### src/rtl/wns_pkg.sv
package wns_pkg;
  typedef enum logic [1:0] {
    ST_IDLE    = 2'd0,
    ST_PORLOAD = 2'd1,
    ST_RESTORE = 2'd2,
    ST_STORE   = 2'd3
  } seqStateT;

  // strobes from control to datapath, at most one per cycle
  typedef struct packed {
    logic writeWiper;
    logic writeNv;
    logic loadNv;
    logic loadWiper;
  } seqStrobeT;
endpackage

### src/rtl/wns_ctrl.sv
module wns_ctrl
  import wns_pkg::*;
#(
  parameter int T_RESTORE = 15000,
  parameter int T_STORE   = 1300000,
  parameter int T_HOLD    = 27000
) (
  input  logic      clk,
  input  logic      rstN,
  input  logic      wpEn,
  input  logic      restoreReq,
  input  logic      storeReq,
  input  logic      nvWrEn,
  input  logic      wiperWrEn,
  output seqStrobeT strobe,
  output logic      busy,
  output logic      reqRejected
);
  localparam int T_MAX = (T_STORE > T_RESTORE) ? T_STORE : T_RESTORE;
  localparam int CW    = $clog2(T_MAX + 1);
  localparam int HW    = $clog2(T_HOLD + 1);

  seqStateT        state, stateNxt;
  logic [CW-1:0]   cnt, cntNxt, lastCnt;
  logic [HW-1:0]   holdCnt;
  logic            locked, nvBlock, anyReq, selOk, rejNxt;
  logic [2:0]      nReq;

  assign locked  = (holdCnt != HW'(T_HOLD));
  assign nvBlock = locked | wpEn;
  assign anyReq  = restoreReq | storeReq | nvWrEn | wiperWrEn;
  assign nReq    = 3'(restoreReq) + 3'(storeReq) + 3'(nvWrEn) + 3'(wiperWrEn);
  assign busy    = (state != ST_IDLE);
  assign lastCnt = (state == ST_STORE) ? CW'(T_STORE - 1) : CW'(T_RESTORE - 1);

  always_comb begin
    strobe   = '0;
    stateNxt = state;
    cntNxt   = cnt + 1'b1;
    selOk    = 1'b1;
    if (state == ST_IDLE) begin
      cntNxt = '0;
      if (restoreReq) begin
        stateNxt = ST_RESTORE;
      end else if (storeReq) begin
        if (nvBlock) selOk = 1'b0;
        else begin
          strobe.loadNv = 1'b1;
          stateNxt      = ST_STORE;
        end
      end else if (nvWrEn) begin
        if (nvBlock) selOk = 1'b0;
        else begin
          strobe.writeNv = 1'b1;
          stateNxt       = ST_STORE;
        end
      end else if (wiperWrEn) begin
        strobe.writeWiper = 1'b1;
      end
    end else if (cnt == lastCnt) begin
      stateNxt = ST_IDLE;
      cntNxt   = '0;
      if (state != ST_STORE) strobe.loadWiper = 1'b1;
    end
  end

  assign rejNxt = anyReq & (busy | (nReq > 3'd1) | ~selOk);

  always_ff @(posedge clk or negedge rstN) begin
    if (!rstN) begin
      state       <= ST_PORLOAD;
      cnt         <= '0;
      holdCnt     <= '0;
      reqRejected <= 1'b0;
    end else begin
      state       <= stateNxt;
      cnt         <= cntNxt;
      reqRejected <= rejNxt;
      if (locked) holdCnt <= holdCnt + 1'b1;
    end
  end

  p_busy_drops_req_r9: assert property (@(posedge clk) disable iff (!rstN)
    (busy && anyReq) |=> reqRejected);
  p_locked_no_nvwrite_r7: assert property (@(posedge clk) disable iff (!rstN)
    locked |-> !(strobe.writeNv || strobe.loadNv));
  p_wp_no_nvwrite_r8: assert property (@(posedge clk) disable iff (!rstN)
    wpEn |-> !(strobe.writeNv || strobe.loadNv));
  p_hold_monotonic_r7: assert property (@(posedge clk) disable iff (!rstN)
    holdCnt >= $past(holdCnt));
  p_one_action_r10: assert property (@(posedge clk) disable iff (!rstN)
    $onehot0(strobe));
endmodule

### src/rtl/wns_datapath.sv
module wns_datapath
  import wns_pkg::*;
#(
  parameter int              W         = 6,
  parameter logic [W-1:0]    NV_INIT   = W'(1) << (W - 1),
  parameter int              TOL_N     = 2,
  parameter logic [TOL_N*8-1:0] TOL_BYTES = {8'h00, 8'h00}
) (
  input  logic                      clk,
  input  logic                      rstN,
  input  seqStrobeT                 strobe,
  input  logic [W-1:0]              nvWrData,
  input  logic [W-1:0]              wiperWrData,
  input  logic [$clog2(TOL_N)-1:0]  tolSel,
  output logic [W-1:0]              wiper,
  output logic [W-1:0]              nvValue,
  output logic [7:0]                tolByte
);
  localparam logic [W-1:0] MID = W'(1) << (W - 1);

  logic [7:0] tolMem [TOL_N];

  generate
    for (genvar g = 0; g < TOL_N; g++) begin : g_tol
      assign tolMem[g] = TOL_BYTES[g*8 +: 8];
    end
  endgenerate

  assign tolByte = tolMem[tolSel];

  always_ff @(posedge clk or negedge rstN) begin
    if (!rstN) begin
      wiper   <= MID;
      nvValue <= NV_INIT;
    end else begin
      if (strobe.writeWiper)     wiper <= wiperWrData;
      else if (strobe.loadWiper) wiper <= nvValue;
      if (strobe.writeNv)        nvValue <= nvWrData;
      else if (strobe.loadNv)    nvValue <= wiper;
    end
  end

  p_nv_held_r8: assert property (@(posedge clk) disable iff (!rstN)
    !(strobe.writeNv || strobe.loadNv) |=> $stable(nvValue));
  p_restore_copies_r4: assert property (@(posedge clk) disable iff (!rstN)
    strobe.loadWiper |=> (wiper == $past(nvValue)));
  p_wiper_held_r9: assert property (@(posedge clk) disable iff (!rstN)
    !(strobe.writeWiper || strobe.loadWiper) |=> $stable(wiper));
endmodule

### src/rtl/wiper_nv_sequencer.sv
module wiper_nv_sequencer
  import wns_pkg::*;
#(
  parameter int              W         = 6,
  parameter int              T_RESTORE = 15000,
  parameter int              T_STORE   = 1300000,
  parameter int              T_HOLD    = 27000,
  parameter logic [W-1:0]    NV_INIT   = W'(1) << (W - 1),
  parameter logic [15:0]     TOL_BYTES = 16'h0000
) (
  input  logic         clk,
  input  logic         rstN,
  input  logic         wpEn,
  input  logic         restoreReq,
  input  logic         storeReq,
  input  logic         nvWrEn,
  input  logic [W-1:0] nvWrData,
  input  logic         wiperWrEn,
  input  logic [W-1:0] wiperWrData,
  input  logic         tolSel,
  output logic [W-1:0] wiper,
  output logic [W-1:0] nvValue,
  output logic         busy,
  output logic         reqRejected,
  output logic [7:0]   tolByte
);
  seqStrobeT strobe;

  wns_ctrl #(.T_RESTORE(T_RESTORE), .T_STORE(T_STORE), .T_HOLD(T_HOLD)) u_ctrl (
    .clk(clk), .rstN(rstN), .wpEn(wpEn), .restoreReq(restoreReq),
    .storeReq(storeReq), .nvWrEn(nvWrEn), .wiperWrEn(wiperWrEn),
    .strobe(strobe), .busy(busy), .reqRejected(reqRejected)
  );

  wns_datapath #(.W(W), .NV_INIT(NV_INIT), .TOL_N(2), .TOL_BYTES(TOL_BYTES)) u_dp (
    .clk(clk), .rstN(rstN), .strobe(strobe), .nvWrData(nvWrData),
    .wiperWrData(wiperWrData), .tolSel(tolSel), .wiper(wiper),
    .nvValue(nvValue), .tolByte(tolByte)
  );
endmodule

### config.mk
export PLATFORM = sky130hd
export DESIGN_NAME = wiper_nv_sequencer
export DESIGN_NICKNAME = d
export VERILOG_FILES = /design/src/rtl/wns_pkg.sv /design/src/rtl/wns_ctrl.sv /design/src/rtl/wns_datapath.sv /design/src/rtl/wiper_nv_sequencer.sv
export SDC_FILE = /design/constraint.sdc
export NUM_CORES = 1
export LEC_CHECK = 0
export ABC_CLOCK_PERIOD_IN_PS = 5550
export BUFFER_PORTS_ARGS = -buffer_cell sky130_fd_sc_hd__buf_2
export CORE_ASPECT_RATIO = 1.25
export CORE_UTILIZATION = 55
export CTS_CLUSTER_DIAMETER = 60
export DETAILED_ROUTE_END_ITERATION = 12
export PLACE_DENSITY = 0.76
export SKIP_CTS_REPAIR_TIMING = 1
export SLEW_MARGIN = 10
export SYNTH_ARGS = -nofsm -noshare
export SYNTH_HDL_FRONTEND = slang
export SYNTH_HIERARCHICAL = 1
export SYNTH_SLANG_ARGS = --single-unit
### constraint.sdc
create_clock -name clk -period 5.55 [get_ports clk]
set_clock_uncertainty 0.05 [all_clocks]
set_input_delay 1.11 -clock clk [delete_from_list [all_inputs] [get_ports clk]]
set_output_delay 1.11 -clock clk [all_outputs]
set_load 0.005 [all_outputs]
==> Implementation_results.wiki, run 1 <==
{| class="wikitable"
! Metric !! Value
|-
| Leakage power || 1.29 nW
|-
| ANT cells || 0
|-
| Layout Nets || 324
|-
| Site row count || 28
|-
| Worst hold path class || reg2reg
|-
| Clock tree from TritonCTS || built
|-
| Post-synthesis sequential area ratio || 46.4%
|-
| Remaining antenna violation count || 0
|-
| Setup repair after global routing missed its margin || false
|-
| Top flip-flop cell by instance count after synthesis || sky130_fd_sc_hd__dfrtp_1
|-
| Element type at the critical path end || flop
|-
| Clock edge transition at the registers on the reported setup and hold paths || 90 ps
|-
| Unique cell type count in the Yosys netlist || 43
|-
| Top cells by area in the synthesized netlist || sky130_fd_sc_hd__dfrtp_1 44%, sky130_fd_sc_hd__xnor2_1 5.1%, sky130_fd_sc_hd__mux2i_1 4.7%
|-
| Initial DRC count || 121
|-
| Pin count of the biggest net entering global routing || 52
|-
| Post-placement cell area || 2930 µm²
|-
| DRT Wirelength || between 5000 and 6000 µm
|-
| Max Cap Violations || 0
|-
| Highest achievable clock rate || 402 MHz
|-
| Largest fanout on the critical path || 7
|-
| Tot GR Track Use || 21.5%
|-
| Worst slew pin tran || 752 ps
|-
| Power per Cell Area || 276 nW/µm²
|-
| Cell area after synthesis || approximately 2800 µm²
|-
| CP startpoint kind || flop
|-
| Count of warnings emitted by yosys || 6
|-
| Initial antenna violation count || 0
|-
| CP Class || reg2reg
|-
| Total CTS buffers || 5
|-
| Number of vias in the routed layout || roughly 2.1k
|-
| Synth Register Bits || 51
|-
| Die outline width || 65.4 µm
|-
| Metal3 WL || between 100 and 150 µm
|-
| CP required || approximately 5700 ps
|-
| Final Hold Violating Endpoints || 0
|-
| Crit path time final || 2490 ps
|-
| H-tree depth reported by CTS || 2
|-
| Synth top area share || 43.5%
|-
| Post-Layout Inst Area || 3050 µm²
|-
| Arrival time at the worst endpoint || approximately 2600 ps
|-
| Synth Area per Inst || 10.3 µm²
|-
| Starting utilization of the core area || between 50 and 60%
|-
| Highest-count cells in the layout ignoring fill and taps || 48 x sky130_fd_sc_hd__dfrtp_1, 32 x sky130_fd_sc_hd__buf_2, 30 x sky130_fd_sc_hd__nand2_1
|-
| Overflow left after global routing || 0
|-
| Detailed placer's ending HPWL || 3740 µm
|-
| Result of the run || finished, final reports clean
|-
| Worst relative slew slack || 49.8%
|-
| Area overhead of the layout relative to synthesis || 10.3%
|-
| WL per Instance || 15.0 µm
|-
| Number of buffers on the longest clock path || 2
|-
| Share of synthesized flip-flops with an asynchronous set or reset || 100%
|-
| Highest routed metal layer || met4
|-
| Clock latency on the worst-skew pair || 300 ps
|-
| Max-slew violation count || 0
|-
| Final RePlAce weighted congestion || approximately 0.85
|-
| # clock sinks || 51
|-
| Final-report setup violation count || 0
|-
| Number of instances in the synthesized netlist || 269
|-
| Drt first pass iters || 4
|-
| Cell accounting for the most synthesized area || sky130_fd_sc_hd__dfrtp_1
|-
| Detailed-routed wire length on met2 || between 2000 and 3000 µm
|-
| WL met1 || 2380 µm
|-
| Area inside the core boundary || 4760 µm²
|-
| First-pass GRT wire length || 8830 µm
|-
| Via-to-Cell Ratio || 5.80
|-
| Die Y-Extent || 81.2 µm
|-
| CTS Root Cell || sky130_fd_sc_hd__clkbuf_8
|-
| DRC violations left || 0
|-
| Setup TNS || 0 ps
|-
| Worst IR Drop VDD || 144 µV
|-
| Layout cells sized above 1 || 17.7%
|-
| Most common library cell in the layout ignoring fill and taps || sky130_fd_sc_hd__dfrtp_1
|-
| EDFF count, synth || 0
|-
| # IOs || 42
|-
| Post-route clock period utilization || 44.8%
|-
| Via count of the first global-routing pass || ~2k
|-
| Input/output buffers || 32
|-
| Area enclosed by the die boundary || 5310 µm²
|-
| Worst setup slack for register-to-register paths || 3060 ps
|}
flip-flops by register name, summed over array words and instances (netlist names):
register and count:
u_ctrl/reqRejected 1, u_dp/wiper 6, u_ctrl/state 2, u_ctrl/cnt 21, u_ctrl/holdCnt 15, u_dp/nvValue 6
area by class of cell:
cell class,count,area [µm²]
flip-flops and latches,51,1280
clock inverters,1,30.0
inverters,9,33.8
multi-input cells,196,1360
fillers,441,1720
clock buffers,7,76.3
repair buffers,36,190
well taps,60,75.1
synth_stat cells, types with 3 or more instances:
library cell	number
sky130_fd_sc_hd__a211oi_1	16
sky130_fd_sc_hd__a221oi_1	4
sky130_fd_sc_hd__a221oi_2	3
sky130_fd_sc_hd__and3_1	6
sky130_fd_sc_hd__and4_1	4
sky130_fd_sc_hd__buf_4	8
sky130_fd_sc_hd__clkbuf_1	7
sky130_fd_sc_hd__dfrtp_1	48
sky130_fd_sc_hd__dfstp_2	3
sky130_fd_sc_hd__ha_1	4
sky130_fd_sc_hd__inv_1	9
sky130_fd_sc_hd__mux2i_1	13
sky130_fd_sc_hd__nand2_1	30
sky130_fd_sc_hd__nand3_1	8
sky130_fd_sc_hd__nand4_1	10
sky130_fd_sc_hd__nor2_1	10
sky130_fd_sc_hd__nor3_1	3
sky130_fd_sc_hd__nor4b_1	4
sky130_fd_sc_hd__o21ai_0	5
sky130_fd_sc_hd__o21ai_1	13
sky130_fd_sc_hd__o31ai_1	4
sky130_fd_sc_hd__or3_1	3
sky130_fd_sc_hd__or4_1	3
sky130_fd_sc_hd__xnor2_1	16
sky130_fd_sc_hd__xor2_1	11
cell families (layout without fill, tap and decap cells):
| logic type | count (synthesis) | count (layout) | synth area share [%] |
|---|---|---|---|
| AOI/OAI and AO/OA | 50 | 50 | 13.1 |
| adders and majority gates | 5 | 5 | 2.54 |
| other | 1 | 8 | 0.136 |
| DFF | 51 | 51 | 46.4 |
| xor gates and xnor gates | 27 | 27 | 8.57 |
| buffers and inverters | 29 | 53 | 5.71 |
| muxes | 13 | 13 | 4.71 |
| and+or+nand+nor | 93 | 93 | 18.8 |
critical path, cell delays in order (launching register included):
cell	delay, ps
sky130_fd_sc_hd__dfrtp_1	430
sky130_fd_sc_hd__inv_1	120
sky130_fd_sc_hd__ha_1	140
sky130_fd_sc_hd__and4b_1	190
sky130_fd_sc_hd__nand4_1	240
sky130_fd_sc_hd__nor4_1	400
sky130_fd_sc_hd__and2_1	430
sky130_fd_sc_hd__mux2i_1	260
sky130_fd_sc_hd__o21ai_1	80
where the power goes:
group	internal, W	switching, W	leakage (nW)
Combinational	0.0000610	0.0000760	0.580
Clock	0.000135	0.000114	0.0524
Sequential	0.000414	0.0000392	0.656
stage by stage:
stage | setup WS, ps | total power, W | std cells | hold slack [ps] | util (%)
after floorplan | 3390 | 0.000540 | 276 | 384 | -
after global placement | 2810 | 0.000586 | 352 | 400 | 61.6
after detailed placement | 2770 | 0.000598 | 352 | 400 | 61.6
after CTS | 3060 | 0.000846 | 360 | 416 | 63.8
after global routing | 2800 | 0.000888 | 360 | 439 | 63.9
final | 3060 | 0.000839 | 360 | 414 | 63.9
layer usage:
layer / vias to the layer above / global-route usage [%]
met5: - / 0
met4: 0 / 7.83
met3: 10 / 4.21
met2: 32 / 38.6
met1: 1017 / 25.3
li1: 1030 / -
path summary, 6_finish.rpt:
check / from / to / depth (start not counted)
worst max-delay path: u_ctrl/holdCnt[0] / u_dp/nvValue[3] / 8
worst min-delay path: u_ctrl/holdCnt[6] / u_ctrl/holdCnt[6] / 1
worst max register to register: u_ctrl/holdCnt[0] / u_dp/nvValue[3] / 8
worst min register to register: u_ctrl/holdCnt[6] / u_ctrl/holdCnt[6] / 1
max in group asynchronous: rstN / u_ctrl/holdCnt[1] / 2
min in group asynchronous: rstN / u_ctrl/cnt[17] / 2
No activity file was read; power rests on OpenSTA's default activity.
==> run 2: changes to the inputs <==
ABC_CLOCK_PERIOD_IN_PS = 2000   (was 5550)
CORE_UTILIZATION = 51   (was 55)
PLACE_DENSITY = 0.74   (was 0.76)
clock period = 2 ns   (was 5.55 ns; I/O delays follow)
==> run 2 against run 1 <==
Net effect: worst setup slack worse by 3000 ps; sequential cell count stayed put; clock power grew to 3.0 times the previous value; global-route usage is 0.27 points lower; non-clock buffer count is 33 higher; worst hold slack worse by 170 ps; largest cell class unchanged.
==> Implementation_results.wiki, run 2 (synthesis results as in run 1) <==
{| class="wikitable"
! Metric !! Value
|-
| Crit path time final || ~1900 ps
|-
| Setup ws final || roughly 64 ps
|-
| WL per Instance || 14.4 µm
|-
| Post-placement cell area || 3180 µm²
|-
| Post-Layout Inst Area || 3410 µm²
|-
| Maximum single-stage delay on the critical path || 410 ps
|-
| Biggest regs || u_ctrl/cnt: 21 flops, u_ctrl/holdCnt: 15 flops
|-
| # IOs || 42
|-
| Pin count of the biggest net entering global routing || 22
|-
| Layout cells sized above 1 || 30.0%
|-
| Area enclosed by the die boundary || 5710 µm²
|-
| Dominant delay contributor by cell family on the critical path || simple AND/OR/NAND/NOR gates
|-
| DRT Wirelength || 5700 µm
|-
| Largest fanout on the critical path || 6
|-
| Footprint of the multi-input gates || 1420 µm²
|-
| Via count of the first global-routing pass || 2165
|-
| Site row count || 29
|-
| Area overhead of the layout relative to synthesis || 23.5%
|-
| Initial antenna violation count || 0
|-
| Element type at the critical path end || flop
|-
| Filler instances || 432
|-
| Remaining antenna violation count || 0
|-
| Finished Core Util || 66.2%
|-
| First-pass GRT wire length || between 9000 and 10000 µm
|-
| Drt first pass iters || 4
|-
| H-tree depth reported by CTS || 2
|-
| CTS Root Cell || sky130_fd_sc_hd__clkbuf_8
|-
| Layout Nets || 357
|-
| Highest-count cells in the layout ignoring fill and taps || 48 x sky130_fd_sc_hd__dfrtp_1, 32 x sky130_fd_sc_hd__buf_2, 32 x sky130_fd_sc_hd__buf_4
|-
| CP bufs+invs || 2
|-
| Worst path slowest cell || sky130_fd_sc_hd__dfrtp_1
|-
| Arrival time at the worst endpoint || 2090 ps
|-
| Initial DRC count || 110
|-
| Largest Register || u_ctrl/cnt
|-
| Area inside the core boundary || 5150 µm²
|-
| Result of the run || finished, final reports clean
|-
| Number of buffers on the longest clock path || 2
|-
| Max Cap Violations || 0
|-
| Post-route clock period utilization || between 90% and 100%
|-
| Power per Cell Area || 721 nW/µm²
|-
| Total area of sequential cells || 1280 µm²
|-
| Clock tree from TritonCTS || built
|-
| Number of flip-flops under the largest register name || 21
|-
| Die outline width || 67.8 µm
|-
| Starting utilization of the core area || a little over half
|-
| Final-report setup violation count || 0
|-
| Total CTS buffers || 5
|-
| Die Y-Extent || around 84 µm
|-
| Via-to-Cell Ratio || about 5.6
|-
| Input/output buffers || 32
|-
| CP Class || reg2reg
|-
| CP required || 2150 ps
|-
| Setup slack after placement || 7.10 ps
|-
| Worst hold path class || in2reg
|-
| Setup repair after global routing missed its margin || true
|-
| Overflow left after global routing || 0
|-
| CP startpoint kind || flop
|-
| DRC violations left || 0
|-
| Clock edge transition at the registers on the reported setup and hold paths || 100 ps
|-
| Highest achievable clock rate || 517 MHz
|-
| ANT cells || 0
|-
| # clock sinks || 51
|-
| Max-slew violation count || 0
|-
| Final Hold Violating Endpoints || 0
|-
| Clock latency on the worst-skew pair || 310 ps
|-
| Final RePlAce weighted congestion || 0.810
|-
| Critical path, cell by cell || inv_2 -> ha_1 -> and4b_1 -> nand4_1 -> nor4_2 -> and2_4 -> buf_12 -> mux2i_1 -> o21ai_1
|-
| Most common library cell in the layout ignoring fill and taps || sky130_fd_sc_hd__dfrtp_1
|-
| Leakage power || 1.47 nW
|-
| Detailed placer's ending HPWL || 4090 µm
|-
| Tot GR Track Use || between 20% and 30%
|-
| Worst IR Drop VDD || ~400 µV
|-
| Number of vias in the routed layout || 2224
|}
==> run 2: cell count changes in the layout (fill, tap and decap cells not counted), moves of 2 or more <==
cell / delta
sky130_fd_sc_hd__a221oi_1: -2
sky130_fd_sc_hd__a221oi_2: +2
sky130_fd_sc_hd__buf_12: +3
sky130_fd_sc_hd__buf_4: +28
sky130_fd_sc_hd__clkbuf_1: -2
sky130_fd_sc_hd__inv_1: -2
sky130_fd_sc_hd__inv_2: +2
sky130_fd_sc_hd__nor4b_1: -3
sky130_fd_sc_hd__nor4b_2: +3
sky130_fd_sc_hd__nor4bb_1: -2
sky130_fd_sc_hd__nor4bb_2: +2
==> run 2: power breakdown <==
group	leakage (nW)	internal, W	switching [W]
sequential	0.656	0.00115	0.0000889
combinational	0.759	0.000240	0.000242
clock	0.0587	0.000379	0.000358
==> run 2: final timing paths <==
check | start | end | slack (ps) | depth (start not counted)
setup / recovery | u_ctrl/holdCnt[0] | u_dp/nvValue[3] | 60 | 9
hold / removal | nvWrData[4] | u_dp/nvValue[4] | 240 | 3
setup reg to reg | u_ctrl/holdCnt[0] | u_dp/nvValue[3] | 60 | 9
hold reg to reg | u_ctrl/holdCnt[6] | u_ctrl/holdCnt[6] | 420 | 1
max in group asynchronous | rstN | u_ctrl/holdCnt[8] | 900 | 3
min in group asynchronous | rstN | u_ctrl/cnt[6] | 460 | 2
==> run 2: stage by stage <==
step                      setup TNS [ps]  total power (W)  hold WS [ps]  cells
after CTS                           -137          0.00244         -71.5    390
final                                  0          0.00246           244    395
after floorplan                        0          0.00150          54.4    276
after global placement                 0          0.00168           268    382
after detailed placement               0          0.00170           268    382
after global routing                -297          0.00258           238    395
==> run 2: layout make-up <==
cell class	instances	area share, %
Clock inverter	3	1.39
Clock buffer	5	2.02
Sequential cell	51	37.5
Timing Repair Buffer	69	14.1
Inverter	9	0.991
Tap cell	62	2.28
Multi-Input combinational cell	196	41.7
==> run 2: per-layer routing <==
layer	part of all wire [%]	global-route usage (%)	vias up
li1	-	-	1096
met1	44	25.8	1090
met2	52	35.8	30
met3	2.3	4.08	8
met4	1.6	9.09	0
met5	0	0	-
==> run 2: worst register-to-register path: cells and delay by family (launching register included) <==
family	cells	cell delay, ps
AND/OR/NAND/NOR	4	760
adder cells (fa/ha/maj)	1	140
AO/OA/AOI/OAI	1	70
flip-flops	1	410
buffers and inverters	2	190
multiplexers	1	210
